### config.mk
export PLATFORM = sky130hd
export DESIGN_NAME = px_seq
export DESIGN_NICKNAME = d
export VERILOG_FILES = /design/src/rtl/px_seq_pkg.sv /design/src/rtl/px_seq_rst_sync.sv /design/src/rtl/px_seq_cnt.sv /design/src/rtl/px_seq_fsm.sv /design/src/rtl/px_seq.sv
export SDC_FILE = /design/constraint.sdc
export NUM_CORES = 1
export LEC_CHECK = 0
export CAP_MARGIN = 25
export CORE_MARGIN = 1
export CORE_UTILIZATION = 45
export DETAILED_ROUTE_END_ITERATION = 10
export PLACE_DENSITY = 0.74
export SYNTH_ARGS = -nofsm -noshare
export SYNTH_HDL_FRONTEND = slang
export SYNTH_SLANG_ARGS = --single-unit
### constraint.sdc
create_clock -name clk -period 0.9 [get_ports clk]
set_input_delay 0.135 -clock clk [delete_from_list [all_inputs] [get_ports clk]]
set_output_delay 0.135 -clock clk [all_outputs]
set_load 0.005 [all_outputs]
### src/rtl/px_seq_pkg.sv
package px_seq_pkg;

  typedef enum logic [1:0] {
    SEQ_SKIP = 2'd0,
    SEQ_RUN  = 2'd1,
    SEQ_GAP  = 2'd2
  } seq_state_e;

endpackage

### src/rtl/px_seq_rst_sync.sv
module px_seq_rst_sync #(
  parameter int STAGES = 2
) (
  input  logic clk,
  input  logic rst_n,
  output logic rst_q_n
);

  logic [STAGES-1:0] chain_q;

  always_ff @(posedge clk or negedge rst_n) begin
    if (!rst_n) begin
      chain_q <= '0;
    end else begin
      chain_q <= {chain_q[STAGES-2:0], 1'b1};
    end
  end

  assign rst_q_n = chain_q[STAGES-1];

endmodule

### src/rtl/px_seq_cnt.sv
module px_seq_cnt #(
  parameter int MAX  = 16,
  parameter bit WRAP = 1'b0,
  localparam int W   = $clog2(MAX + 1)
) (
  input  logic         clk,
  input  logic         rst_n,
  input  logic         en,
  input  logic         clr,
  input  logic         inc,
  output logic [W-1:0] value,
  output logic         at_max
);

  localparam logic [W-1:0] MAX_V = W'(MAX);
  localparam logic [W-1:0] ONE_V = W'(1);

  logic [W-1:0] cnt_q;
  logic [W-1:0] cnt_d;
  logic [W-1:0] top_d;

  assign at_max = (cnt_q == MAX_V);

  // value taken when incrementing at the limit: wrap or saturate
  generate
    if (WRAP) begin : g_wrap
      assign top_d = '0;
    end else begin : g_sat
      assign top_d = cnt_q;
    end
  endgenerate

  always_comb begin
    cnt_d = cnt_q;
    if (clr) begin
      cnt_d = '0;
    end else if (inc) begin
      cnt_d = at_max ? top_d : cnt_q + ONE_V;
    end
  end

  always_ff @(posedge clk or negedge rst_n) begin
    if (!rst_n) begin
      cnt_q <= '0;
    end else if (en) begin
      cnt_q <= cnt_d;
    end
  end

  assign value = cnt_q;

endmodule

### src/rtl/px_seq_fsm.sv
module px_seq_fsm
  import px_seq_pkg::*;
(
  input  logic       clk,
  input  logic       rst_n,
  input  logic       en,
  input  logic       line_start,
  input  logic       skip_done,
  input  logic       h_done,
  output seq_state_e state,
  output logic       busy,
  output logic       skip_inc,
  output logic       h_inc,
  output logic       h_clr,
  output logic       v_inc
);

  seq_state_e state_q;
  seq_state_e state_d;
  logic       busy_q;

  // next-state decode: only counter flags and the line pulse steer it
  always_comb begin
    state_d = state_q;
    unique case (state_q)
      SEQ_SKIP: if (skip_done)  state_d = SEQ_RUN;
      SEQ_RUN:  if (h_done)     state_d = SEQ_GAP;
      SEQ_GAP:  if (line_start) state_d = SEQ_RUN;
      default:                  state_d = SEQ_SKIP;
    endcase
  end

  // counter strobes
  always_comb begin
    skip_inc = (state_q == SEQ_SKIP) && line_start;
    h_inc    = (state_q == SEQ_RUN) && !h_done;
    h_clr    = (state_q == SEQ_GAP) && line_start;
    v_inc    = (state_q == SEQ_GAP) && line_start;
  end

  always_ff @(posedge clk or negedge rst_n) begin
    if (!rst_n) begin
      state_q <= SEQ_SKIP;
      busy_q  <= 1'b0;
    end else if (en) begin
      state_q <= state_d;
      busy_q  <= (state_d == SEQ_RUN);
    end
  end

  assign state = state_q;
  assign busy  = busy_q;

endmodule

### src/rtl/px_seq.sv
module px_seq
  import px_seq_pkg::*;
#(
  parameter int SKIP_LINES = 16,
  parameter int H_PIXELS   = 640,
  parameter int V_LINES    = 240,
  localparam int HW        = $clog2(H_PIXELS + 1),
  localparam int VW        = $clog2(V_LINES + 1),
  localparam int SW        = $clog2(SKIP_LINES + 1)
) (
  input  logic          clk,
  input  logic          rst_n,
  input  logic          pix_en,
  input  logic          line_start,
  output logic [HW-1:0] h_pos,
  output logic [VW-1:0] v_pos,
  output logic          busy
);

  logic          rst_q_n;
  seq_state_e    state;
  logic          skip_inc, h_inc, h_clr, v_inc;
  logic          skip_done, h_done, v_top;
  logic [SW-1:0] skip_cnt;

  px_seq_rst_sync #(.STAGES(2)) u_rst (
    .clk     (clk),
    .rst_n   (rst_n),
    .rst_q_n (rst_q_n)
  );

  px_seq_fsm u_fsm (
    .clk        (clk),
    .rst_n      (rst_q_n),
    .en         (pix_en),
    .line_start (line_start),
    .skip_done  (skip_done),
    .h_done     (h_done),
    .state      (state),
    .busy       (busy),
    .skip_inc   (skip_inc),
    .h_inc      (h_inc),
    .h_clr      (h_clr),
    .v_inc      (v_inc)
  );

  // start-up skip: saturates at its limit, never cleared after reset
  px_seq_cnt #(.MAX(SKIP_LINES), .WRAP(1'b0)) u_skip (
    .clk    (clk),
    .rst_n  (rst_q_n),
    .en     (pix_en),
    .clr    (1'b0),
    .inc    (skip_inc),
    .value  (skip_cnt),
    .at_max (skip_done)
  );

  px_seq_cnt #(.MAX(H_PIXELS), .WRAP(1'b0)) u_hcnt (
    .clk    (clk),
    .rst_n  (rst_q_n),
    .en     (pix_en),
    .clr    (h_clr),
    .inc    (h_inc),
    .value  (h_pos),
    .at_max (h_done)
  );

  px_seq_cnt #(.MAX(V_LINES), .WRAP(1'b1)) u_vcnt (
    .clk    (clk),
    .rst_n  (rst_q_n),
    .en     (pix_en),
    .clr    (1'b0),
    .inc    (v_inc),
    .value  (v_pos),
    .at_max (v_top)
  );

  logic unused_ok;
  assign unused_ok = ^{skip_cnt, v_top};

endmodule

Yosys cells after proc, flatten, opt, wreduce, memory -nomap -nowiden:

Cells that the tools add are included.

* add/sub/neg operators: 3
* muxes and demuxes: 8
* equality and inequality tests: 7
* reduce and logical (&&, ||, !) cells: 9
* bitwise operators: 1

Operators with widths (count)
* $mux 10: 3
* $add 10x1->10 const B: 1
* $eq 10x10->1 const B: 1
* $add 8x1->8 const B: 1
* $eq 8x8->1 const B: 1
* $mux 8: 1
* $mux 2: 3
* $pmux 2 s3: 1
* $reduce_and 3->1: 2
* $add 5x1->5 const B: 1
* $eq 5x5->1 const B: 1
* $eq 2x1->1 const B: 2
* $logic_and 1x1->1: 3
* $eq 2x2->1 const B: 1
* $logic_not 2->1: 1
* $ne 2x2->1 const B: 1
* $reduce_and 2->1: 1
* $reduce_bool 2->1: 1
* $logic_not 1->1: 1
* $not 1->1: 1

* word-level logic and storage cells: 34
* register bits: 28

Logic depth before layout (Yosys ltp):

Gate-level depths: netlist of the first run.

* word-level depth: 5
* gate-level depth with buffers: 6

Modules after synthesis:

From an unflattened synthesis of the first run, not the netlist that was laid out.

* cell total of the unflattened synthesis: 180
* area total of the unflattened synthesis: 1766.7 µm²

Modules (own cells, without submodules)
* px_seq_cnt (u_hcnt): times used 1, sequential area each 250.2 µm², cells each 70, area each 676.9 µm²
* px_seq_cnt (u_vcnt): times used 1, sequential area each 200.2 µm², cells each 51, area each 503.0 µm²
* px_seq_cnt (u_skip): times used 1, sequential area each 125.1 µm², cells each 35, area each 341.6 µm²
* px_seq_fsm: times used 1, sequential area each 75.1 µm², cells each 20, area each 187.7 µm²
* px_seq_rst_sync: times used 1, sequential area each 50.0 µm², cells each 3, area each 53.8 µm²
* px_seq: times used 1, sequential area each 0.0 µm², cells each 1, area each 3.8 µm²

Worst setup path before layout of the first run:

OpenSTA, ideal clock, no wires.

* kind: register to register
* start point: register u_vcnt.cnt_q[0] (netlist: u_vcnt.value[0])
* end point: register u_vcnt.cnt_q[5] (netlist: u_vcnt.value[5])
* setup time: 0.128 ns
* path buffers: 0
* period minus slack after synthesis: 1.379 ns
* required time: 0.772 ns
* arrival: 1.251 ns
* stages on the path, launching flop included: 7
* setup slack: -0.479 ns
* cell sequence: dfrtp_1 inv_1 ha_1 nor4bb_1 nand3_1 nand3_1 o21ai_0

* longest elaborated chain between the ends: 2
* elaborated cells between the ends (all ways): 3
* classes of those cells: add/sub: 1; eq/ne: 1; mux: 1

Ends and longest elaborated chain
* start: declaration: RTL line px_seq_cnt.sv:18 `logic [W-1:0] cnt_q;`
* start signal: assignment: RTL line px_seq_cnt.sv:46 `cnt_q <= cnt_d;`
* $add 8x1->8 / $eq 8x8->1 (equally long branches): RTL line px_seq_cnt.sv:38, px_seq_cnt.sv:22
* $mux 8 *: RTL line px_seq_cnt.sv:38 `cnt_d = at_max ? top_d : cnt_q + ONE_V;`

Every way passes the cells marked *; elsewhere a longest branch is shown, timed or not.
A chain may end at the register's enable or synchronous reset.

Worst setup path after layout of the first run:

* start point: register u_hcnt.cnt_q[2] (netlist: u_hcnt.value[2])
* end point: register u_fsm.busy_q (netlist: u_fsm.busy)

* longest elaborated chain between the ends: 4

Ends and longest elaborated chain
* start: declaration: RTL line px_seq_cnt.sv:18
* start signal: assignment: RTL line px_seq_cnt.sv:46
* $eq 10x10->1: RTL line px_seq_cnt.sv:22 `assign at_max = (cnt_q == MAX_V);`
* $mux 2: RTL line px_seq_fsm.sv:27 `SEQ_RUN: if (h_done) state_d = SEQ_GAP;`
* $pmux 2 s3: RTL line px_seq_fsm.sv:25 `unique case (state_q)`
* $eq 2x1->1: RTL line px_seq_fsm.sv:47 `busy_q <= (state_d == SEQ_RUN);`
* end signal: assignment: RTL line px_seq_fsm.sv:47
* end: declaration: RTL line px_seq_fsm.sv:20 `logic busy_q;`

Every way passes these cells.

==> impl_metrics.csv, run 1 <==
group,metric,value,unit
run_status,status,"finished with violations",
run_status,violations,"setup timing",
route,route.met3.wl,485,µm
clocking,path_clk_slew,0.16,ns
grt,overflow,0,
route,drtPass1Iterations,6,
clocking,htree_levels,1,
sta,clock.fmax,0.6033,GHz
placed_design,placed_area,1974,µm²
yosys,ys_warn_count,0,
sta,finalSetupTns,-20.01,ns
yosys,synth-main-ff-cell,"dfrtp_1",
setup_path,arrival,1.88,ns
route,drt_iter0_drc,172,
yosys,synth.avg_cell_area,10.12,µm²
sta,grt_setup_unrepaired,"true",
clocking,clock_path_buffers,2,
setup_path,critPathMaxFanout,5,
clocking,cts_sinks,28,
sta,hold_viol,0,
route,drcViolationCount,0,
die,die_x,58.10,µm
yosys,synth_edf_count,0,
sta,layout_min_cycle_time,1.657,ns
cells_and_area,final_common_cell,"buf_4",
clocking,cts-buffers-inserted,3,
placed_design,dp.cells,233,
placed_design,gp_congestion,0.8380,
cells_and_area,drive_gt1_share,64.20,%
setup_path,critical_path_required,1.12,ns
cells_and_area,final_nets,254,
die,ios,23,
yosys,ys_ff_latch,28,
power_and_ir_drop,irDropWorstVdd,0.002049,V
grt,antenna_found_initial,0,
grt,grt_usage,32.86,%
setup_path,end_kind,"flip-flop",
yosys,syn_inst,140,
setup_path,critPathCapture,"u_fsm.busy$_DFFE_PN0P_",
run,cap_violations,0,
yosys,synthesis.area,1416,µm²
cells_and_area,syn2layout_area_growth,91.43,%
sta,finalSetupViolCount,45,
die,die_y,58.10,µm
route,via_per_inst,6.326,
yosys,async_flop_share,100.0,%
cells_and_area,final_cell_area,2711,µm²
power_and_ir_drop,p_per_area,2120,nW/µm²
yosys,ys_types,34,
grt,grt_max_degree,16,
setup_path,startpoint,"u_hcnt.value[2]$_DFFE_PN0P_",
placed_design,portBuffers,22,
cells_and_area,layout_common_cells,"52 x buf_4, 35 x buf_6, 21 x dfrtp_1",
die,dieArea,3376,µm²
min_path,holdCritPathClass,"reg2async",
setup_path,r2r_slack,-0.76,ns
yosys,synth-seq-area-share,49.47,%
sta,clock_skew,0.009637,ns
yosys,syn-num-nets,150,
cells_and_area,final_cells,285,
clocking,cts-root-buf,"clkbuf_4",
placed_design,dpl.hpwl,2322,µm
setup_path,worstReg2RegStart,"u_hcnt.value[2]$_DFFE_PN0P_",
route,vias,1803,
setup_path,start_kind,"flip-flop",
route,ant_nets,0,
route,dr.max_layer_used,"met4",
die,initial_core_util,49.24,%
sta,setup_ws,-0.7574,ns
die,coreArea,2877,µm²
cells_and_area,diodes,0,
placed_design,place_ws,-0.7787,ns
route,wl_met2,3470,µm
clocking,clock_latency,0.35,ns
route,totalWireLength,6941,µm
route,wl_per_cell,24.35,µm
setup_path,r2r_end,"u_fsm.busy$_DFFE_PN0P_",
clocking,tritoncts,"built",
route,routedLengthMet1,2560,µm
setup_path,worst-setup-path-type,"reg2reg",
setup_path,reg2reg_depth,5,
die,core.rowCount,19,
sta,fin_crit_sh,184.2,%
grt,grt_pass1_vias,1682,
grt,grt_pass1_wl,8211,µm
sta,drv_slew,0,
power_and_ir_drop,p_leak,0.001303,µW
## registers in the layout (all words and copies together) (netlist names)
name and cells:
u_hcnt.value 10, u_vcnt.value 8, u_skip.value 5, u_fsm.state 2, u_rst.chain_q 2, u_fsm.busy 1
## area by class of cell
type,count,area [µm²]
multi-input cells,100,954.7
repair buffers,102,917.1
flip-flops and latches,28,709.4
fillers,77,165.2
well taps,42,52.55
inverters,9,41.29
clock buffers,4,36.28
## repair_timing
item	4_1_cts	5_1_grt
setup buffers	41	15
hold buffers	1	0
hold endpoints to repair	2	0
gates cloned	1	0
setup endpoints to repair	45	45
pin swaps	21	16
gates resized for setup	136	40
## cell families after synthesis
group	synth area share, %
AOI/OAI and AO/OA	10.07
xor gates and xnor gates	6.183
adders and majority gates	5.300
buffers and inverters	3.887
DFF	49.47
muxes	1.413
other	0.2648
and+or+nand+nor	23.41
## how the worst min path moves through the flow
stage                                       end                  startpoint  depth (start not counted)  slack, ns
finish              u_vcnt.value[7]$_DFFE_PN0P_  u_rst.chain_q[1]$_DFF_PN0_                          1       0.24
global route        u_skip.value[1]$_DFFE_PN0P_  u_rst.chain_q[1]$_DFF_PN0_                          1       0.26
CTS                 u_skip.value[1]$_DFFE_PN0P_  u_rst.chain_q[1]$_DFF_PN0_                          1       0.20
detailed placement  u_skip.value[1]$_DFFE_PN0P_  u_rst.chain_q[1]$_DFF_PN0_                          1       0.19
global placement    u_skip.value[1]$_DFFE_PN0P_  u_rst.chain_q[1]$_DFF_PN0_                          1       0.19
floorplan            u_rst.chain_q[0]$_DFF_PN0_                       rst_n                          0      -0.16
## stage by stage
step | total power (µW) | util, % | hold slack, ns
after floorplan | 2473 | - | -0.1606
after global placement | 3261 | 68.64 | 0.1856
after detailed placement | 3336 | 68.64 | 0.1863
after CTS | 4711 | 86.91 | 0.1983
after global routing | 5851 | 94.26 | 0.2555
final | 5748 | 94.26 | 0.2418
## power by group
group,switching (µW),leakage [µW],internal (µW)
clock,411,0.0000210,249
combinational,1490,0.000931,1740
sequential,343,0.000351,1520
total,2240,0.00130,3510
## critical path: stages, from the launching register on
cell and delay (ns):
dfrtp_2 0.45, buf_6 0.13, nor4_4 0.37, a31oi_4 0.22, a31oi_1 0.23, o21ai_1 0.13
## synthesized netlist by cell type (3+ instances only)
cell type  number  area share (%)
nand2_1        19             5.0
o21ai_0        13             4.6
dfrtp_1        28              49
inv_1           9             2.4
a21oi_1         4             1.4
nor4_1          3             1.3
nand4_1         6             2.7
nand3_1         8             2.8
ha_1            6             5.3
xnor2_1        10             6.2
## routing by layer
| metal | GRT usage, % | up-vias |
|---|---|---|
| li1 | - | 706 |
| met4 | 12.59 | 0 |
| met1 | 39.91 | 889 |
| met3 | 2.902 | 57 |
| met2 | 60.10 | 151 |
| met5 | 0 | - |
Power figures use the tool's default switching activity.
==> run 2, diff against run 1 <==
Settings changed: CAP_MARGIN 25 to default, SKIP_CTS_REPAIR_TIMING from default to 1.
==> run 2 against run 1 <==
Effect of this change: the flow still finishes with violations (setup timing); largest power group unchanged; sequential share of layout area is 5.0 points higher; critical path depth stayed put; clock-buffer cell count unchanged; first-iteration DRC count down 66%; highest routed layer unchanged.
==> impl_metrics.csv, run 2 (same netlist as run 1, synthesis figures left out) <==
group,metric,value,unit
power_and_ir_drop,switching_share,34.20,%
setup_path,critPathCapture,"u_hcnt.value[5]$_DFFE_PN0P_",
sta,clock.fmax,0.6948,GHz
route,wl_met2,2037,µm
die,coreArea,2877,µm²
setup_path,reg2reg_depth,5,
setup_path,slowest_delay,0.43,ns
setup_path,critical_path_required,1.17,ns
clocking,htree_levels,1,
power_and_ir_drop,p_leak,0.001091,µW
sta,layout_min_cycle_time,1.439,ns
grt,overflow,0,
route,drtPass1Iterations,4,
sta,whs,0.1928,ns
power_and_ir_drop,p_per_area,1987,nW/µm²
setup_path,r2r_end,"u_hcnt.value[5]$_DFFE_PN0P_",
power_and_ir_drop,switchingPower,1549,µW
die,die_y,58.10,µm
setup_path,startpoint,"u_hcnt.value[1]$_DFFE_PN0P_",
route,wl_per_cell,14.80,µm
setup_path,crit_top_cell,"buf_4",
route,totalWireLength,3907,µm
clocking,tritoncts,"built",
setup_path,arrival,1.71,ns
setup_path,worst-setup-path-type,"reg2reg",
sta,fin_crit_sh,159.9,%
die,core.rowCount,19,
sta,hold_viol,0,
sta,grt_setup_unrepaired,"true",
cells_and_area,final_cells,264,
cells_and_area,final_nets,233,
cells_and_area,largest_register_ffs,10,
die,dieArea,3376,µm²
route,via_per_inst,5.288,
route,ant_nets,0,
grt,grt_pass1_vias,1261,
setup_path,critPathMaxFanout,4,
die,initial_core_util,49.24,%
setup_path,r2r_slack,-0.54,ns
cells_and_area,final_common_cell,"buf_4",
clocking,path_clk_slew,0.15,ns
route,dr.max_layer_used,"met4",
grt,antenna_found_initial,0,
power_and_ir_drop,seqPwrFrac,40.5,%
sta,setup_ws,-0.5393,ns
placed_design,portBuffers,22,
setup_path,path_cells,"buf_4 -> nand4_1 -> buf_4 -> or3_4 -> a21oi_2",
placed_design,dpl.hpwl,2322,µm
clocking,clock_path_buffers,2,
setup_path,path_delay_family,"simple AND/OR/NAND/NOR gates",
placed_design,gp_congestion,0.8380,
cells_and_area,final_cell_area,2280,µm²
power_and_ir_drop,p_clk_share,13.6,%
power_and_ir_drop,irDropWorstVdd,0.001453,V
run_status,status,"finished with violations",
setup_path,slowest_stage,"dfrtp_1",
power_and_ir_drop,combPwrFrac,45.8,%
clocking,cts-buffers-inserted,3,
setup_path,end_kind,"flip-flop",
power_and_ir_drop,internal_power,2981,µW
placed_design,dp.cells,233,
grt,grt_usage,20.65,%
die,die_x,58.10,µm
sta,drv_slew,0,
cells_and_area,fill_cells,161,
run,cap_violations,0,
route,vias,1396,
run_status,violations,"setup timing",
route,drt_iter0_drc,58,
sta,clock_skew,0.004575,ns
placed_design,placed_area,1974,µm²
die,ios,23,
route,route.met3.wl,145,µm
cells_and_area,drive_gt1_share,52.25,%
min_path,holdCritPathClass,"reg2async",
cells_and_area,diodes,0,
cells_and_area,layout_common_cells,"42 x buf_4, 20 x dfrtp_1, 17 x clkbuf_2, 17 x buf_6, 16 x nand2_1",
cells_and_area,syn2layout_area_growth,60.95,%
sta,finalSetupViolCount,45,
clocking,clock_latency,0.33,ns
grt,grt_pass1_wl,5409,µm
setup_path,worstReg2RegStart,"u_hcnt.value[1]$_DFFE_PN0P_",
setup_path,critical_path_depth,5,
grt,grt_max_degree,16,
route,drcViolationCount,0,
setup_path,start_kind,"flip-flop",
clocking,cts_sinks,28,
clocking,cts-root-buf,"clkbuf_4",
setup_path,path_buf_inv,2,
route,routedLengthMet1,1640,µm
## run 2: cell count changes in the layout (fill, tap and decap cells not counted), moves of 6 or more
| cell | previous run | this run |
|---|---|---|
| buf_4 | 52 | 42 |
| buf_2 | 7 | 0 |
| o21ai_0 | 3 | 9 |
| clkbuf_2 | 2 | 17 |
| buf_6 | 35 | 17 |
## run 2: worst min-delay path by stage
stage,startpoint,to,slack [ns]
2_1_floorplan,rst_n,u_rst.chain_q[0]$_DFF_PN0_,-0.16
3_5_place_dp,u_rst.chain_q[1]$_DFF_PN0_,u_skip.value[1]$_DFFE_PN0P_,0.19
6_report,u_rst.chain_q[1]$_DFF_PN0_,u_skip.value[0]$_DFFE_PN0P_,0.19
3_3_place_gp,u_rst.chain_q[1]$_DFF_PN0_,u_skip.value[1]$_DFFE_PN0P_,0.19
4_1_cts,rst_n,u_rst.chain_q[0]$_DFF_PN0_,-0.06
5_1_grt,u_rst.chain_q[1]$_DFF_PN0_,u_skip.value[0]$_DFFE_PN0P_,0.22
## run 2: power by group through the flow
stage          combinational, µW  sequential, µW  clock [µW]
6_report                    2080            1840         618
5_1_grt                     2250            1870         665
4_1_cts                     1510            1820         623
3_5_place_dp                1490            1840           0
3_3_place_gp                1430            1830           0
2_1_floorplan                597            1880           0
## run 2: through the flow
step / utilization, % / TNS (ns) / worst slack, ns / power (µW)
floorplan: - / -7.727 / -0.3948 / 2473
global placement: 68.64 / -19.03 / -0.7298 / 3261
detailed placement: 68.64 / -20.20 / -0.7787 / 3336
CTS: 69.90 / -22.10 / -0.7173 / 3955
global route: 79.25 / -17.54 / -0.5924 / 4780
finish: 79.25 / -15.07 / -0.5393 / 4530
## run 2: layout make-up
| class | instances | area (µm²) | area share (%) |
|---|---|---|---|
| clock buffers | 4 | 36.28 | 1.592 |
| inverters | 9 | 33.78 | 1.482 |
| multi-input cells | 100 | 802.0 | 35.18 |
| flip-flops and latches | 28 | 710.7 | 31.17 |
| well taps | 42 | 52.55 | 2.305 |
| repair buffers | 81 | 644.4 | 28.27 |
## run 2: routing by layer
layer / track usage, % / vias to the layer above
li1: - / 654
met1: 25.40 / 692
met2: 37.44 / 41
met3: 2.455 / 9
met4: 6.803 / 0
met5: 0 / -
==> run 3, diff against run 2 <==
Settings changed: CORE_UTILIZATION 45 to 50, PLACE_DENSITY 0.74 to 0.8.
==> run 3 against run 2 <==
Effect of this change: the run still ends with setup timing left; clock-buffer cell count stayed put; sequential power hardly changed; via count is 15% higher; clock skew is 0.0012 ns higher; die area is 9.7% lower; sequential share of layout area is 2.1 points lower; largest power group unchanged; final area is 7.1% higher; flip-flop and latch count stayed put; register-to-register slack worse by 0.11 ns; critical path depth stayed put; critical endpoint is now u_hcnt.value[4]$_DFFE_PN0P_; highest routed layer unchanged.
==> impl_metrics.csv, run 3 (same netlist as run 1, synthesis figures left out) <==
group,metric,value,unit
clocking,htree_levels,1,
cells_and_area,layout_common_cells,"52 x buf_4, 21 x dfrtp_1, 16 x clkbuf_2, 16 x buf_6, 12 x nand2_1",
power_and_ir_drop,p_per_area,2123,nW/µm²
setup_path,worstReg2RegStart,"u_hcnt.value[0]$_DFFE_PN0P_",
grt,antenna_found_initial,0,
run_status,violations,"setup timing",
sta,finalSetupTns,-18.00,ns
setup_path,r2r_end,"u_hcnt.value[4]$_DFFE_PN0P_",
die,die_x,55.23,µm
placed_design,portBuffers,22,
die,initial_core_util,55.17,%
clocking,path_clk_slew,0.16,ns
setup_path,end_kind,"flip-flop",
grt,grt_usage,23.13,%
cells_and_area,final_common_cell,"buf_4",
power_and_ir_drop,total_power,5185,µW
route,totalWireLength,5905,µm
die,coreArea,2567,µm²
run_status,status,"finished with violations",
power_and_ir_drop,p_leak,0.001201,µW
sta,layout_min_cycle_time,1.547,ns
sta,setup_ws,-0.6470,ns
route,drcViolationCount,0,
setup_path,critPathMaxFanout,4,
sta,clock.fmax,0.6464,GHz
placed_design,placed_area,1989,µm²
grt,grt_pass1_wl,5526,µm
sta,clock_skew,0.005755,ns
grt,overflow,0,
setup_path,startpoint,"u_hcnt.value[0]$_DFFE_PN0P_",
clocking,cts-buffers-inserted,3,
die,dieArea,3050,µm²
grt,grt_pass1_vias,1232,
placed_design,place_ws,-0.8842,ns
placed_design,gp_congestion,0.7968,
cells_and_area,largest_register_ffs,10,
sta,drv_slew,0,
route,drt_iter0_drc,151,
die,die_y,55.23,µm
setup_path,reg2reg_depth,5,
setup_path,worst-setup-path-type,"reg2reg",
clocking,clock_path_buffers,2,
route,via_per_inst,6.149,
setup_path,critical_path_required,1.18,ns
sta,hold_viol,0,
cells_and_area,diodes,0,
route,drtPass1Iterations,4,
cells_and_area,drive_gt1_share,62.07,%
cells_and_area,final_cell_area,2442,µm²
placed_design,dpl.hpwl,2523,µm
clocking,clock_latency,0.34,ns
sta,finalSetupViolCount,45,
die,ios,23,
clocking,cts_sinks,28,
setup_path,critPathCapture,"u_hcnt.value[4]$_DFFE_PN0P_",
route,vias,1611,
min_path,holdCritPathClass,"reg2async",
sta,grt_setup_unrepaired,"true",
route,wl_per_cell,22.54,µm
power_and_ir_drop,irDropWorstVdd,0.002191,V
die,core.rowCount,18,
setup_path,r2r_slack,-0.65,ns
clocking,tritoncts,"built",
grt,grt_max_degree,19,
sta,fin_crit_sh,171.9,%
route,ant_nets,0,
setup_path,arrival,1.83,ns
cells_and_area,syn2layout_area_growth,72.44,%
run,cap_violations,0,
clocking,cts-root-buf,"clkbuf_4",
setup_path,start_kind,"flip-flop",
cells_and_area,final_nets,243,
-- run 3: how the worst min path moves through the flow --
stage | depth (start not counted) | startpoint | to
3_3_place_gp | 1 | u_rst.chain_q[1]$_DFF_PN0_ | u_skip.value[0]$_DFFE_PN0P_
5_1_grt | 1 | u_rst.chain_q[1]$_DFF_PN0_ | u_skip.value[2]$_DFFE_PN0P_
4_1_cts | 1 | rst_n | u_rst.chain_q[1]$_DFF_PN0_
3_5_place_dp | 1 | u_rst.chain_q[1]$_DFF_PN0_ | u_skip.value[0]$_DFFE_PN0P_
6_report | 1 | u_rst.chain_q[1]$_DFF_PN0_ | u_skip.value[2]$_DFFE_PN0P_
2_1_floorplan | 0 | rst_n | u_rst.chain_q[0]$_DFF_PN0_
-- run 3: layer usage --
metal,vias to the layer above,GRT usage (%),wire length (µm)
met5,-,0,0
li1,683,-,-
met1,786,32.82,2230
met2,107,38.04,2964
met4,0,6.429,287
met3,35,2.108,423
-- run 3: critical path, stage by stage, from the launching register on --
cell and delay [ns]:
dfrtp_1 0.44, buf_4 0.16, ha_2 0.20, nand2_2 0.11
or3_2 0.45, a21oi_2 0.14
-- run 3: stage by stage --
stage               std cells  hold slack [ns]  utilization [%]
global placement          225           0.1619            77.49
global route              262           0.2110            95.13
detailed placement        225           0.1724            77.49
floorplan                 140          -0.1606                -
finish                    262           0.2058            95.13
CTS                       229         -0.05626            78.90
-- run 3: final cells by class --
cell class	instances	area, µm²
inverter	9	33.78
fill	70	125.1
tap	30	37.54
multi-input combinational	100	887.1
sequential	28	709.4
clock buffer	4	36.28
timing repair buffer	91	738.2
-- run 3: power by group --
group | switching (µW) | internal (µW)
registers | 317 | 1520
clock network | 399 | 248
logic | 1230 | 1470
total | 1940 | 3240
